$ cat config.mk
export PLATFORM = sky130hd
export DESIGN_NAME = wdk_top
export DESIGN_NICKNAME = d
export VERILOG_FILES = /design/src/rtl/wdk_pkg.sv /design/src/rtl/wdk_keyfsm.sv /design/src/rtl/wdk_counter.sv /design/src/rtl/wdk_pulse.sv /design/src/rtl/wdk_top.sv
export SDC_FILE = /design/constraint.sdc
export NUM_CORES = 1
export LEC_CHECK = 0
export BUFFER_PORTS_ARGS = -buffer_cell sky130_fd_sc_hd__buf_2
export CORE_MARGIN = 2
export CORE_UTILIZATION = 35
export DETAILED_ROUTE_END_ITERATION = 7
export PLACE_DENSITY = 0.52
export SETUP_SLACK_MARGIN = 0.2
export SLEW_MARGIN = 20
export SYNTH_ARGS = -nofsm -noshare
export SYNTH_HDL_FRONTEND = slang
export SYNTH_HIERARCHICAL = 1
export SYNTH_SLANG_ARGS = --single-unit
$ cat constraint.sdc
create_clock -name clk -period 6.4 [get_ports clk]
set_input_delay 1.92 -clock clk [delete_from_list [all_inputs] [get_ports clk]]
set_output_delay 1.92 -clock clk [all_outputs]
set_load 0.01 [all_outputs]
$ cat src/rtl/wdk_pkg.sv
// Shared definitions for the keyed watchdog: phases, keys and register offsets.
// Assumes byte offsets on an 8-bit or wider address.
package wdk_pkg;
    typedef enum logic [2:0] {
        PH_IDLE  = 3'd0,
        PH_PRE   = 3'd1,
        PH_ARM   = 3'd2,
        PH_SVC   = 3'd3,
        PH_FIRED = 3'd4
    } wd_phase_e;

    localparam logic [15:0] KEY_FIRST  = 16'hA5C6;
    localparam logic [15:0] KEY_SECOND = 16'hDA7E;

    localparam logic [7:0] OFS_CTRL   = 8'h00;
    localparam logic [7:0] OFS_CNT_LO = 8'h04;
    localparam logic [7:0] OFS_CNT_HI = 8'h08;
    localparam logic [7:0] OFS_PRD_LO = 8'h0C;
    localparam logic [7:0] OFS_PRD_HI = 8'h10;

    // Software-visible phase code; the service sub-step reads as armed.
    function automatic logic [1:0] phase_code(wd_phase_e ph);
        case (ph)
            PH_IDLE:        return 2'd0;
            PH_PRE:         return 2'd1;
            PH_ARM, PH_SVC: return 2'd2;
            default:        return 2'd3;
        endcase
    endfunction
endpackage

$ cat src/rtl/wdk_keyfsm.sv
// Key sequencer: follows the arming and service key order and decides when to fire.
// Assumes ctrl_wr is a one-cycle strobe. The fired phase is left only through rst_n.
module wdk_keyfsm
    import wdk_pkg::*;
(
    input  logic        clk,
    input  logic        rst_n,
    input  logic        ctrl_wr,
    input  logic [15:0] key,
    input  logic        free_in,
    input  logic        reached,
    output wd_phase_e   phase,
    output logic        free_run,
    output logic        fire,
    output logic        svc_clear
);
    wd_phase_e phase_nxt;

    // Next-phase decision; a timeout has priority over any key written in the same cycle.
    always_comb begin
        phase_nxt = phase;
        case (phase)
            PH_IDLE:  if (ctrl_wr && key == KEY_FIRST)  phase_nxt = PH_PRE;
            PH_PRE:   if (ctrl_wr && key == KEY_SECOND) phase_nxt = PH_ARM;
            PH_ARM: begin
                if (reached)      phase_nxt = PH_FIRED;
                else if (ctrl_wr) phase_nxt = (key == KEY_FIRST) ? PH_SVC : PH_FIRED;
            end
            PH_SVC: begin
                if (reached)      phase_nxt = PH_FIRED;
                else if (ctrl_wr) phase_nxt = (key == KEY_SECOND) ? PH_ARM : PH_FIRED;
            end
            default:              phase_nxt = PH_FIRED;
        endcase
    end

    assign fire      = (phase_nxt == PH_FIRED) && (phase != PH_FIRED);
    assign svc_clear = (phase == PH_SVC) && (phase_nxt == PH_ARM);

    // Phase register and free-run bit; writes have no effect once fired.
    always_ff @(posedge clk) begin
        if (!rst_n) begin
            phase    <= PH_IDLE;
            free_run <= 1'b0;
        end else begin
            phase <= phase_nxt;
            if (ctrl_wr && phase != PH_FIRED) free_run <= free_in;
        end
    end
endmodule

$ cat src/rtl/wdk_counter.sv
// Count and period registers, with the timeout compare.
// Assumes run and wr_ok are never both high; CNT_W lies between 33 and 64.
module wdk_counter #(
    parameter int CNT_W = 64
) (
    input  logic             clk,
    input  logic             rst_n,
    input  logic             run,
    input  logic             clear,
    input  logic             wr_ok,
    input  logic             wr_cnt_lo,
    input  logic             wr_cnt_hi,
    input  logic             wr_prd_lo,
    input  logic             wr_prd_hi,
    input  logic [31:0]      wdata,
    output logic [CNT_W-1:0] cnt,
    output logic [CNT_W-1:0] prd,
    output logic             reached
);
    localparam int HI_W = CNT_W - 32;

    // Counter: a service clear first, then counting, then software preload.
    always_ff @(posedge clk) begin
        if (!rst_n) begin
            cnt <= '0;
        end else if (clear) begin
            cnt <= '0;
        end else if (run) begin
            cnt <= cnt + 1'b1;
        end else if (wr_ok) begin
            if (wr_cnt_lo) cnt[31:0]       <= wdata;
            if (wr_cnt_hi) cnt[CNT_W-1:32] <= wdata[HI_W-1:0];
        end
    end

    // Period register, writable only while not armed.
    always_ff @(posedge clk) begin
        if (!rst_n) begin
            prd <= '0;
        end else if (wr_ok) begin
            if (wr_prd_lo) prd[31:0]       <= wdata;
            if (wr_prd_hi) prd[CNT_W-1:32] <= wdata[HI_W-1:0];
        end
    end

    assign reached = (cnt >= prd);
endmodule

$ cat src/rtl/wdk_pulse.sv
// Reset-request stretcher: a single fire cycle becomes a pulse of LEN cycles.
// Assumes LEN >= 1.
module wdk_pulse #(
    parameter int LEN = 8
) (
    input  logic clk,
    input  logic rst_n,
    input  logic fire,
    output logic req
);
    localparam int CW = $clog2(LEN + 1);
    logic [CW-1:0] left;

    // Load the length on fire, then count down to zero.
    always_ff @(posedge clk) begin
        if (!rst_n)          left <= '0;
        else if (fire)       left <= CW'(LEN);
        else if (left != '0) left <= left - 1'b1;
    end

    assign req = (left != '0);
endmodule

$ cat src/rtl/wdk_top.sv
// Keyed watchdog top: register decode, the read mux and wiring of the sequencer,
// counter and pulse stretcher. Assumes single-cycle writes and a stable address.
module wdk_top
    import wdk_pkg::*;
#(
    parameter int CNT_W     = 64,
    parameter int PULSE_LEN = 8,
    parameter int ADDR_W    = 8
) (
    input  logic              clk,
    input  logic              rst_n,
    input  logic              bus_wr,
    input  logic [ADDR_W-1:0] bus_addr,
    input  logic [31:0]       bus_wdata,
    output logic [31:0]       bus_rdata,
    input  logic              dbg_halt,
    output logic              wd_rst_req
);
    localparam int HI_W = CNT_W - 32;

    wd_phase_e        phase;
    logic             free_run, fire, svc_clear, reached, armed, run, wr_ok;
    logic             ctrl_wr;
    logic [CNT_W-1:0] cnt_val, prd_val;

    assign ctrl_wr = bus_wr && (bus_addr == ADDR_W'(OFS_CTRL));
    assign armed   = (phase == PH_ARM) || (phase == PH_SVC);
    assign run     = armed && (!dbg_halt || free_run);
    assign wr_ok   = bus_wr && ((phase == PH_IDLE) || (phase == PH_PRE));

    wdk_keyfsm u_fsm (
        .clk       (clk),
        .rst_n     (rst_n),
        .ctrl_wr   (ctrl_wr),
        .key       (bus_wdata[31:16]),
        .free_in   (bus_wdata[0]),
        .reached   (reached && armed),
        .phase     (phase),
        .free_run  (free_run),
        .fire      (fire),
        .svc_clear (svc_clear)
    );

    wdk_counter #(.CNT_W(CNT_W)) u_cnt (
        .clk       (clk),
        .rst_n     (rst_n),
        .run       (run),
        .clear     (svc_clear),
        .wr_ok     (wr_ok),
        .wr_cnt_lo (bus_addr == ADDR_W'(OFS_CNT_LO)),
        .wr_cnt_hi (bus_addr == ADDR_W'(OFS_CNT_HI)),
        .wr_prd_lo (bus_addr == ADDR_W'(OFS_PRD_LO)),
        .wr_prd_hi (bus_addr == ADDR_W'(OFS_PRD_HI)),
        .wdata     (bus_wdata),
        .cnt       (cnt_val),
        .prd       (prd_val),
        .reached   (reached)
    );

    wdk_pulse #(.LEN(PULSE_LEN)) u_pulse (
        .clk   (clk),
        .rst_n (rst_n),
        .fire  (fire),
        .req   (wd_rst_req)
    );

    // Read mux; high words are zero-extended to 32 bits.
    always_comb begin
        bus_rdata = '0;
        case (bus_addr)
            ADDR_W'(OFS_CTRL):   bus_rdata[2:0]      = {phase_code(phase), free_run};
            ADDR_W'(OFS_CNT_LO): bus_rdata           = cnt_val[31:0];
            ADDR_W'(OFS_CNT_HI): bus_rdata[HI_W-1:0] = cnt_val[CNT_W-1:32];
            ADDR_W'(OFS_PRD_LO): bus_rdata           = prd_val[31:0];
            ADDR_W'(OFS_PRD_HI): bus_rdata[HI_W-1:0] = prd_val[CNT_W-1:32];
            default:             bus_rdata           = '0;
        endcase
    end
endmodule

======== After elaboration in Yosys (flattened, before gate mapping) ========
Cells that the tools add are included.
Widths: inputs -> output; s select.
storage, ports and cells
  RAM bits ................................ 0
  latch bits .............................. 0
  word-level logic and storage cells ...... 69
  bits of input ports ..................... 44
  output and inout bits ................... 33
  memories kept ........................... 0
  flip-flop bits (word level) ............. 136
  bits in read-only memories .............. 0
operators by class
  equal/unequal tests ..................... 12
  div/mod/pow operators ................... 0
  reduce and logical (&&, ||, !) cells .... 27
  $mul .................................... 0
  shift-type cells ........................ 0
  $add $sub $neg .......................... 2
  bitwise gates (word level) .............. 1
  multiplexer cells ....................... 18
  order comparisons ....................... 1
operator list
  cell                   number
  $mux 64                2
  $pmux 29 s4            1
  $add 64x1->64 const B  1
  $ge 64x64->1           1
  $mux 32                2
  $eq 16x16->1 const B   2
  $mux 3                 8
  $eq 8x4->1 const B     2
  $pmux 3 s5             1
  $pmux 3 s4             1
  $eq 3x2->1 const B     3
  $logic_and 1x1->1      9
  $eq 8x3->1 const B     1
  $eq 8x5->1 const B     1
  $logic_not 8->1        1
  $mux 4                 2
  $reduce_and 2->1       4
  $reduce_bool 2->1      4
  $pmux 2 s3             1
  $reduce_or 2->1        3
  $reduce_bool 4->1      1
  $sub 4x1->4 const B    1
  $eq 3x1->1 const B     1
  $eq 3x3->1 const B     1
  other kinds (5)        7

======== Depth between registers and ports, before layout ========
Gate-level depths: netlist (run 1).
  depth after elaboration ................. 8
  depth in mapped cells ................... 15
  gate-level depth less buffers ........... 14

======== By module ========
Netlist (run 1), hierarchy kept.
by module, submodules not included
  module       cells an instance  times used  area an instance (sq um)  seq. area each (sq um)
  wdk_counter  1028               1           7977.7                    2562.5
  wdk_top      176                1           1760.4                    0.0
  wdk_keyfsm   52                 1           390.4                     80.1
  wdk_pulse    22                 1           205.2                     80.1

======== Worst setup path after synthesis (run 1) ========
Ideal clock, no wire load.
  kind .................................... input port to output port
  from .................................... input bus_addr[3]
  to ...................................... output bus_rdata[1]
  data required time ...................... 4.480 ns
  slack ................................... 1.645 ns
  buffers on the path ..................... 2
  arrival ................................. 2.835 ns
  stages on the path ...................... 5
  cells stage by stage .................... buf_6 -> and2b_4 -> buf_6 -> a21oi_2 -> a311oi_2
between the ends
  cells in the longest elaborated chain, start to end .. 2
  elaborated cells between the ends (all ways) .. 6
  those cells by class .................... eq/ne (4); mux (1); reduce/logical (1)
RTL lines
  item                                line           text
  start: declaration                  wdk_top.sv:13  input logic [ADDR_W-1:0] bus_addr,
  $eq 8x5->1 (tied with other cells)  wdk_top.sv:70  case (bus_addr)
  $pmux 3 s5 *                        wdk_top.sv:70
  end: declaration                    wdk_top.sv:15  output logic [31:0] bus_rdata,
Every way passes the cells marked *; elsewhere a longest branch is shown, timed or not.

======== Worst setup path in the final report (run 1) ========
  from .................................... input bus_addr[3]
  to ...................................... output bus_rdata[30]
between the ends
  cells in the longest elaborated chain, start to end .. 2
  elaborated cells between the ends (all ways) .. 5
  those cells by class .................... eq/ne (4); mux (1)
RTL lines
  item                                line
  $eq 8x5->1 (tied with other cells)  wdk_top.sv:70
  $pmux 29 s4 *                       wdk_top.sv:70
Marked as above.

==> PnR_summary.wiki, run 1 <==
{| class="wikitable"
! Metric !! Value
|-
| Die boundary height || between 150 and 200 um
|-
| Reg2Reg Capture Point || u_cnt/cnt[13]$_SDFFE_PP0P_
|-
| Power, Total || around 2200 uW
|-
| Aggregate routed wire length || approximately 37 mm
|-
| Cell area power density || a little under 200 mW/mm^2
|-
| First-pass detailed-route iteration total || 5
|-
| Worst setup startpoint || bus_addr[3]
|-
| Standby leakage power || about 0.0042 uW
|-
| DP Worst Slack || roughly 760 ps
|-
| Number of hold buffers added after CTS || 0
|-
| Endpoint arrival time on the critical path || roughly 3700 ps
|-
| Maximum number of pins on one net before global-route repair || between 70 and 80
|-
| Mapped Avg Cell Area || 8.086 um^2
|-
| Detail-routed via count per cell || just under 6
|-
| Horizontal die dimension || between 150 and 200 um
|-
| Number of buffers created by CTS || 17
|-
| Clock tree root driver cell || sky130_fd_sc_hd__clkbuf_16
|-
| Buffers inserted during post-CTS setup optimization || 0
|-
| Combined buffer and inverter count along the critical path || 2
|-
| Hold Violations, Final || 0
|-
| Synth Warn # || 6
|-
| Minimum period implied by the final worst setup slack || 5623 ps
|-
| Number of stages on the worst setup path || 5
|-
| Share of the yosys chip area belonging to registers || 26.35%
|-
| Required time of the critical path || ~4500 ps
|-
| Max VDD drop || 0.0001777 V
|-
| H-Tree Depth || 4
|-
| Netlist cell types || 81
|-
| Depth of the worst hold-timing path || 2
|-
| Async SR Flop Fraction || 0%
|-
| Area growth syn-to-layout || 12.63%
|-
| Number of synthesized register bits || approximately 140
|-
| Core Footprint || between 0.02 and 0.03 mm^2
|-
| Worst max-slew margin expressed relative to the limit || between 20 and 30%
|-
| Number of placement rows || 62
|-
| Cell type group with the largest total delay on the critical path || simple AND/OR/NAND/NOR gates
|-
| Number of DRC violations after detailed-routing iteration 0 || slightly below 1000
|-
| Final period utilization || between 80 and 90%
|-
| Number of buffers on the longest clock path || 2
|-
| Die area || 0.03091 mm^2
|-
| Overflow left after global routing || 0
|-
| Detail Route Antenna Nets || 0
|-
| Last weighted congestion value of the routability-driven placer || approximately 0.95
|-
| Number of clock sinks seen by CTS || 136
|-
| Worst path cell trace || buf_2 -> and2b_4 -> a221oi_2 -> a211oi_2 -> buf_2
|-
| Setup skew after layout || approximately 13 ps
|-
| Total Neg Setup Slack || 0 ps
|-
| Post-synthesis cell count || ~1300
|-
| Setup violation total in the final timing report || 0
|-
| Worst min-delay path class || reg2reg
|-
| TritonCTS clock tree || done
|-
| Transition time of the tightest slew-check pin || about 1100 ps
|-
| Summed instance area of the synthesized netlist || 0.01033 mm^2
|-
| Last element of the critical path || bus_rdata[30]
|-
| Critical-path cell with the highest stage delay || sky130_fd_sc_hd__and2b_4
|-
| First-pass GRT wire length || slightly below 60 mm
|-
| Starting density of the core || between 30% and 40%
|-
| Final worst setup slack || approximately 780 ps
|-
| Wire length per cell after detailed routing || about 22 um
|-
| Number of top-level design ports || 77
|-
| Number of global-route vias before repair || around 9500
|-
| Antenna violations before repair || 0
|-
| Max incr delay on CP || 850 ps
|-
| Most instantiated flip-flop cell in the synthesis netlist || sky130_fd_sc_hd__dfxtp_1
|-
| Worst hold-check slack || approximately 480 ps
|-
| Element type at the critical path end || primary output
|-
| DPL Wire Length || 26.57 mm
|-
| RSZ-0062 raised after global routing || false
|-
| Slack of the worst reg-to-reg path || about 2200 ps
|-
| Via total after detailed routing || roughly 10000
|-
| Post_cts resized || 0
|-
| Beginning of the worst register-to-register path || u_cnt/cnt[22]$_SDFFE_PP0P_
|-
| Nature of the critical path startpoint || primary input
|-
| Outcome || complete, no violations
|-
| Total inserted antenna cells || 0
|-
| Number of cell instances on the worst register-to-register path || 14
|-
| Most common cell type on the critical path || sky130_fd_sc_hd__buf_2
|-
| Net count, final || approximately 1400
|-
| Number of flops mapped to enable cells by yosys || 0
|-
| Max Fclk || roughly 0.18 GHz
|-
| Total nets after synthesis || about 1400
|-
| Final Max Tran Viols || 0
|-
| Max cap viols || 0
|-
| Fraction of layout cells with a size suffix above 1 || around a fifth
|-
| Clock edge transition at the registers on the reported setup and hold paths || 70 ps
|-
| Type of the setup path with the least slack || in2out
|-
| Clock latency of the later-clocked register in the worst-skew pair || between 400 and 500 ps
|-
| Total of buffers placed on input and output ports || 76
|-
| Remaining design rule violation count || 0
|-
| Top fanout value on the critical path || 30
|-
| Combined global-route utilization of all metal layers || 24.19%
|}
==> logic make-up (layout without fill, tap and decap cells) <==
| logic type | count (synthesis) | after routing | share of synthesized area (%) |
|---|---|---|---|
| simple gates | 506 | 506 | 25.18 |
| compound gates | 336 | 336 | 25.56 |
| buf+inv | 163 | 214 | 7.204 |
| flops | 136 | 136 | 26.35 |
| fa+ha+maj | 67 | 67 | 8.112 |
| mux | 55 | 55 | 6.320 |
| xor+xnor | 15 | 15 | 1.271 |
==> flip-flops by register name, indices dropped and copies added (netlist names) <==
register and count:
u_fsm/phase 3, u_fsm/free_run 1, u_cnt/cnt 64, u_cnt/prd 64, u_pulse/left 4
==> worst min-delay path by stage <==
stage | from | end | slack, ps
floorplan | u_cnt/prd[10]$_SDFFE_PN0P_ | u_cnt/prd[10]$_SDFFE_PN0P_ | 450
global placement | u_cnt/prd[11]$_SDFFE_PN0P_ | u_cnt/prd[11]$_SDFFE_PN0P_ | 470
detailed placement | u_cnt/prd[3]$_SDFFE_PN0P_ | u_cnt/prd[3]$_SDFFE_PN0P_ | 480
CTS | u_cnt/prd[3]$_SDFFE_PN0P_ | u_cnt/prd[3]$_SDFFE_PN0P_ | 490
global route | u_cnt/prd[9]$_SDFFE_PN0P_ | u_cnt/prd[9]$_SDFFE_PN0P_ | 510
finish | u_cnt/prd[3]$_SDFFE_PN0P_ | u_cnt/prd[3]$_SDFFE_PN0P_ | 480
==> metal layers <==
metal,part of all wire (%),GRT usage [%]
met1,47,33.54
met2,45,39.07
met5,0,0
met3,5.9,3.593
met4,2.2,6.680
==> cells in the mapped netlist, types with 12 or more instances <==
master	instances	area share, %
sky130_fd_sc_hd__a221oi_2	29	4.2
sky130_fd_sc_hd__a211oi_2	30	3.6
sky130_fd_sc_hd__ha_1	67	8.1
sky130_fd_sc_hd__nor2_1	52	1.9
sky130_fd_sc_hd__inv_1	82	3.0
sky130_fd_sc_hd__dfxtp_1	136	26
sky130_fd_sc_hd__mux2_4	13	1.9
sky130_fd_sc_hd__and3_1	20	1.2
sky130_fd_sc_hd__a21o_1	14	1.0
sky130_fd_sc_hd__a21oi_1	70	3.4
sky130_fd_sc_hd__nand3_1	36	1.7
sky130_fd_sc_hd__nand2_1	224	8.1
sky130_fd_sc_hd__mux2i_1	12	1.2
sky130_fd_sc_hd__buf_2	12	0.58
sky130_fd_sc_hd__o21ai_0	36	1.7
sky130_fd_sc_hd__a21boi_0	65	4.7
sky130_fd_sc_hd__nor4_1	18	1.1
sky130_fd_sc_hd__a31oi_1	17	1.0
sky130_fd_sc_hd__a211oi_1	12	0.87
sky130_fd_sc_hd__nor3_1	22	1.1
sky130_fd_sc_hd__mux2_2	25	2.7
sky130_fd_sc_hd__nand4_1	41	2.5
sky130_fd_sc_hd__clkbuf_1	49	1.8
==> layout make-up <==
class | count | area (um^2)
fillers | 2996 | 17220
clock inverters | 11 | 219.0
flip-flops and latches | 136 | 2723
clock buffers | 21 | 460.4
well taps | 384 | 480.5
repair buffers | 99 | 555.5
multi-input cells | 979 | 6889
inverters | 83 | 311.5
==> stage by stage <==
step | utilization [%] | instances | instance area [um^2]
after floorplan | - | 1278 | 10330
after global placement | 37.98 | 1681 | 10960
after detailed placement | 37.98 | 1681 | 10960
after CTS | 40.33 | 1713 | 11640
after global routing | 40.33 | 1713 | 11640
final | 40.33 | 1713 | 11640
==> placed cells by master, fill, tap and decap left out, types with 7 or more instances in the layout <==
cell type	instances
sky130_fd_sc_hd__a211oi_1	12
sky130_fd_sc_hd__a211oi_2	30
sky130_fd_sc_hd__a21boi_0	65
sky130_fd_sc_hd__a21o_1	14
sky130_fd_sc_hd__a21oi_1	69
sky130_fd_sc_hd__a221oi_2	29
sky130_fd_sc_hd__a31oi_1	17
sky130_fd_sc_hd__and3_1	20
sky130_fd_sc_hd__and4_1	8
sky130_fd_sc_hd__buf_2	75
sky130_fd_sc_hd__buf_4	24
sky130_fd_sc_hd__clkbuf_16	17
sky130_fd_sc_hd__dfxtp_1	136
sky130_fd_sc_hd__ha_1	67
sky130_fd_sc_hd__inv_1	82
sky130_fd_sc_hd__mux2_2	25
sky130_fd_sc_hd__mux2_4	13
sky130_fd_sc_hd__mux2i_1	12
sky130_fd_sc_hd__nand2_1	223
sky130_fd_sc_hd__nand2_2	12
sky130_fd_sc_hd__nand3_1	36
sky130_fd_sc_hd__nand4_1	41
sky130_fd_sc_hd__nor2_1	51
sky130_fd_sc_hd__nor2b_1	8
sky130_fd_sc_hd__nor3_1	22
sky130_fd_sc_hd__nor4_1	18
sky130_fd_sc_hd__o211ai_1	8
sky130_fd_sc_hd__o21ai_0	36
sky130_fd_sc_hd__o22ai_1	11
sky130_fd_sc_hd__or3_1	7
sky130_fd_sc_hd__xnor2_1	11
==> worst min-delay path, delay by kind of cell, from the launching register on <==
family / cells / cell delay, ps
flops: 1 / 320
compound gates: 1 / 60
simple gates: 1 / 50
==> power breakdown <==
group	leakage, uW	internal (uW)	total [uW]	switching [uW]
sequential	0.00110	858	868	9.59
combinational	0.00277	74.1	207	133
clock	0.000327	753	1160	411
(Power assumes the default switching activity.)
==> run 2: changes to the inputs <==
- clock period: 6.4 -> 5.9 ns (I/O delays scaled with it)
==> run 2 against run 1 <==
Net effect: hold slack better by 3.9 ps; critical path depth unchanged; sequential share of layout area up 0.18 points; total power down 0.79%; clock skew up 1.1 ps; global-route usage down 0.35 points; design area down 0.77%; critical endpoint is now bus_rdata[26]; sequential power up 8.4%; count of clock-buffer cells in the layout down 2.
==> PnR_summary.wiki, run 2 (synthesis results as in run 1) <==
{| class="wikitable"
! Metric !! Value
|-
| Outcome || complete, no violations
|-
| Type of the setup path with the least slack || in2out
|-
| Placed standard-cell area || ~0.011 mm^2
|-
| Worst min-delay path class || reg2reg
|-
| Post_cts resized || 0
|-
| Worst max-slew margin expressed relative to the limit || roughly 28%
|-
| Beginning of the worst register-to-register path || u_cnt/cnt[0]$_SDFFE_PP0P_
|-
| Antenna violations before repair || 0
|-
| Element type at the critical path end || primary output
|-
| H-Tree Depth || 4
|-
| Required time of the critical path || ~4100 ps
|-
| Number of cell instances on the worst register-to-register path || 13
|-
| Buffers inserted during post-CTS setup optimization || 0
|-
| Hold Violations, Final || 0
|-
| Sw frac || 27.71%
|-
| Startpoint of the tightest hold check path || u_cnt/prd[27]$_SDFFE_PN0P_
|-
| DP Worst Slack || between 600 and 700 ps
|-
| Net count, final || roughly 1400
|-
| Standby leakage power || 0.004151 uW
|-
| Last element of the critical path || bus_rdata[26]
|-
| First-pass GRT wire length || around 57 mm
|-
| Worst setup startpoint || bus_addr[2]
|-
| Area growth syn-to-layout || 11.76%
|-
| Horizontal die dimension || 175.8 um
|-
| Die area || 0.03091 mm^2
|-
| Nature of the critical path startpoint || primary input
|-
| Setup skew after layout || ~14 ps
|-
| Fraction of layout cells with a size suffix above 1 || 20.06%
|-
| Core Footprint || ~0.029 mm^2
|-
| Number of buffers on the longest clock path || 2
|-
| Overflow left after global routing || 0
|-
| Transition time of the tightest slew-check pin || about 1100 ps
|-
| Detail-routed via count per cell || around 5.8
|-
| TritonCTS clock tree || done
|-
| Detail Route Antenna Nets || 0
|-
| Minimum period implied by the final worst setup slack || roughly 5300 ps
|-
| Clock edge transition at the registers on the reported setup and hold paths || 70 ps
|-
| Worst path cell trace || buf_2 -> and2b_4 -> a221oi_2 -> a211oi_2 -> buf_2
|-
| Clk pwr share || a little under half
|-
| Remaining design rule violation count || 0
|-
| Final period utilization || about nine tenths
|-
| Clock tree root driver cell || sky130_fd_sc_hd__clkbuf_16
|-
| Number of placement rows || 62
|-
| Endpoint arrival time on the critical path || ~3500 ps
|-
| Number of buffers created by CTS || 17
|-
| Starting density of the core || a little over a third
|-
| Max incr delay on CP || ~730 ps
|-
| DPL Wire Length || between 20 and 30 mm
|-
| Combined global-route utilization of all metal layers || 23.84%
|-
| Maximum number of pins on one net before global-route repair || just over 70
|-
| RSZ-0062 raised after global routing || false
|-
| Max cap viols || 0
|-
| Total of buffers placed on input and output ports || 76
|-
| Register share of total power || between 40% and 50%
|-
| Number of clock sinks seen by CTS || around 140
|-
| Clock latency of the later-clocked register in the worst-skew pair || between 400 and 500 ps
|-
| Die boundary height || about 180 um
|-
| Power, Total || roughly 2200 uW
|-
| Most common cell after layout, fill and taps aside || sky130_fd_sc_hd__nand2_1
|-
| Final worst setup slack || ~630 ps
|-
| Number of hold buffers added after CTS || 0
|-
| Via total after detailed routing || 9945
|-
| Internal power || 1606 uW
|-
| Slack of the worst reg-to-reg path || 1590 ps
|-
| Total Neg Setup Slack || 0 ps
|-
| Most common cell type on the critical path || sky130_fd_sc_hd__buf_2
|-
| Top fanout value on the critical path || 30
|-
| Last weighted congestion value of the routability-driven placer || between 0.9 and 1
|-
| Final Max Tran Viols || 0
|-
| Net switching power || roughly 620 uW
|-
| Largest registers ranked by flip-flop count || u_cnt/cnt x64, u_cnt/prd x64, u_pulse/left x4
|-
| Aggregate routed wire length || ~37 mm
|-
| Cell area power density || 192.4 mW/mm^2
|-
| Max Fclk || 0.1897 GHz
|-
| Post-layout instance area || around 0.012 mm^2
|-
| Total inserted antenna cells || 0
|-
| Number of DRC violations after detailed-routing iteration 0 || 873
|-
| Setup violation total in the final timing report || 0
|-
| Number of global-route vias before repair || between 9000 and 10000
|-
| Critical-path cell with the highest stage delay || sky130_fd_sc_hd__and2b_4
|-
| Max VDD drop || 0.0001806 V
|-
| Commonest cells after routing, fill and taps aside || 223 x sky130_fd_sc_hd__nand2_1, 136 x sky130_fd_sc_hd__dfxtp_1, 82 x sky130_fd_sc_hd__inv_1
|-
| Reg2Reg Capture Point || u_cnt/cnt[61]$_SDFFE_PP0P_
|-
| Number of top-level design ports || 77
|-
| Wire length per cell after detailed routing || 21.52 um
|-
| First-pass detailed-route iteration total || 6
|-
| Proportion of power drawn by combinational gates || 10.0%
|}
-- run 2: cell types whose count changed in the layout (fill, tap and decap cells not counted), sizes merged --
cell	before	now
bufinv	6	1
clkinv	5	8
buf	99	101
clkbuf	21	19
clkinvlp	1	3
inv	82	84
-- run 2: worst min-delay path by stage --
stage                                       endpoint  slack [ps]  cells after the start
after CTS                 u_cnt/prd[26]$_SDFFE_PN0P_         480                      2
after global routing      u_cnt/prd[24]$_SDFFE_PN0P_         510                      2
after detailed placement  u_cnt/prd[26]$_SDFFE_PN0P_         480                      2
after floorplan           u_cnt/prd[10]$_SDFFE_PN0P_         450                      2
after global placement    u_cnt/prd[11]$_SDFFE_PN0P_         470                      2
final                     u_cnt/prd[27]$_SDFFE_PN0P_         480                      2
-- run 2: layout make-up --
type                    instances  area, um^2
fillers                      3017       17310
clock buffers                  19       442.9
multi-input cells             979        6884
well taps                     384       480.5
repair buffers                101       583.1
inverters                      83       311.5
flip-flops and latches        136        2723
clock inverters                13       123.9
-- run 2: layer usage --
metal,GRT usage (%),wire length (um),share of wire (%)
met1,33.07,17490,47
met4,5.854,616,1.7
met3,2.532,1685,4.6
met2,39.58,17120,46
met5,0,0,0
-- run 2: per-stage QoR --
stage | instances | hold slack (ps) | util, %
floorplan | 1278 | 453.1 | -
global placement | 1683 | 469.8 | 38.06
detailed placement | 1683 | 475.2 | 38.06
CTS | 1715 | 484.6 | 40.02
global route | 1715 | 506.6 | 40.02
finish | 1715 | 482.1 | 40.02
-- run 2: power groups by stage --
stage	Clock (uW)	Combinational (uW)	Sequential, uW
3_5_place_dp	0	223	961
6_report	1060	222	941
4_1_cts	1070	224	941
2_1_floorplan	0	152	959
5_1_grt	1110	243	943
3_3_place_gp	0	220	961
-- run 2: critical path, delay by kind of cell --
kind | cells | cell delay (ps)
AO/OA/AOI/OAI | 2 | 420
AND/OR/NAND/NOR | 1 | 730
buffers and inverters | 2 | 540
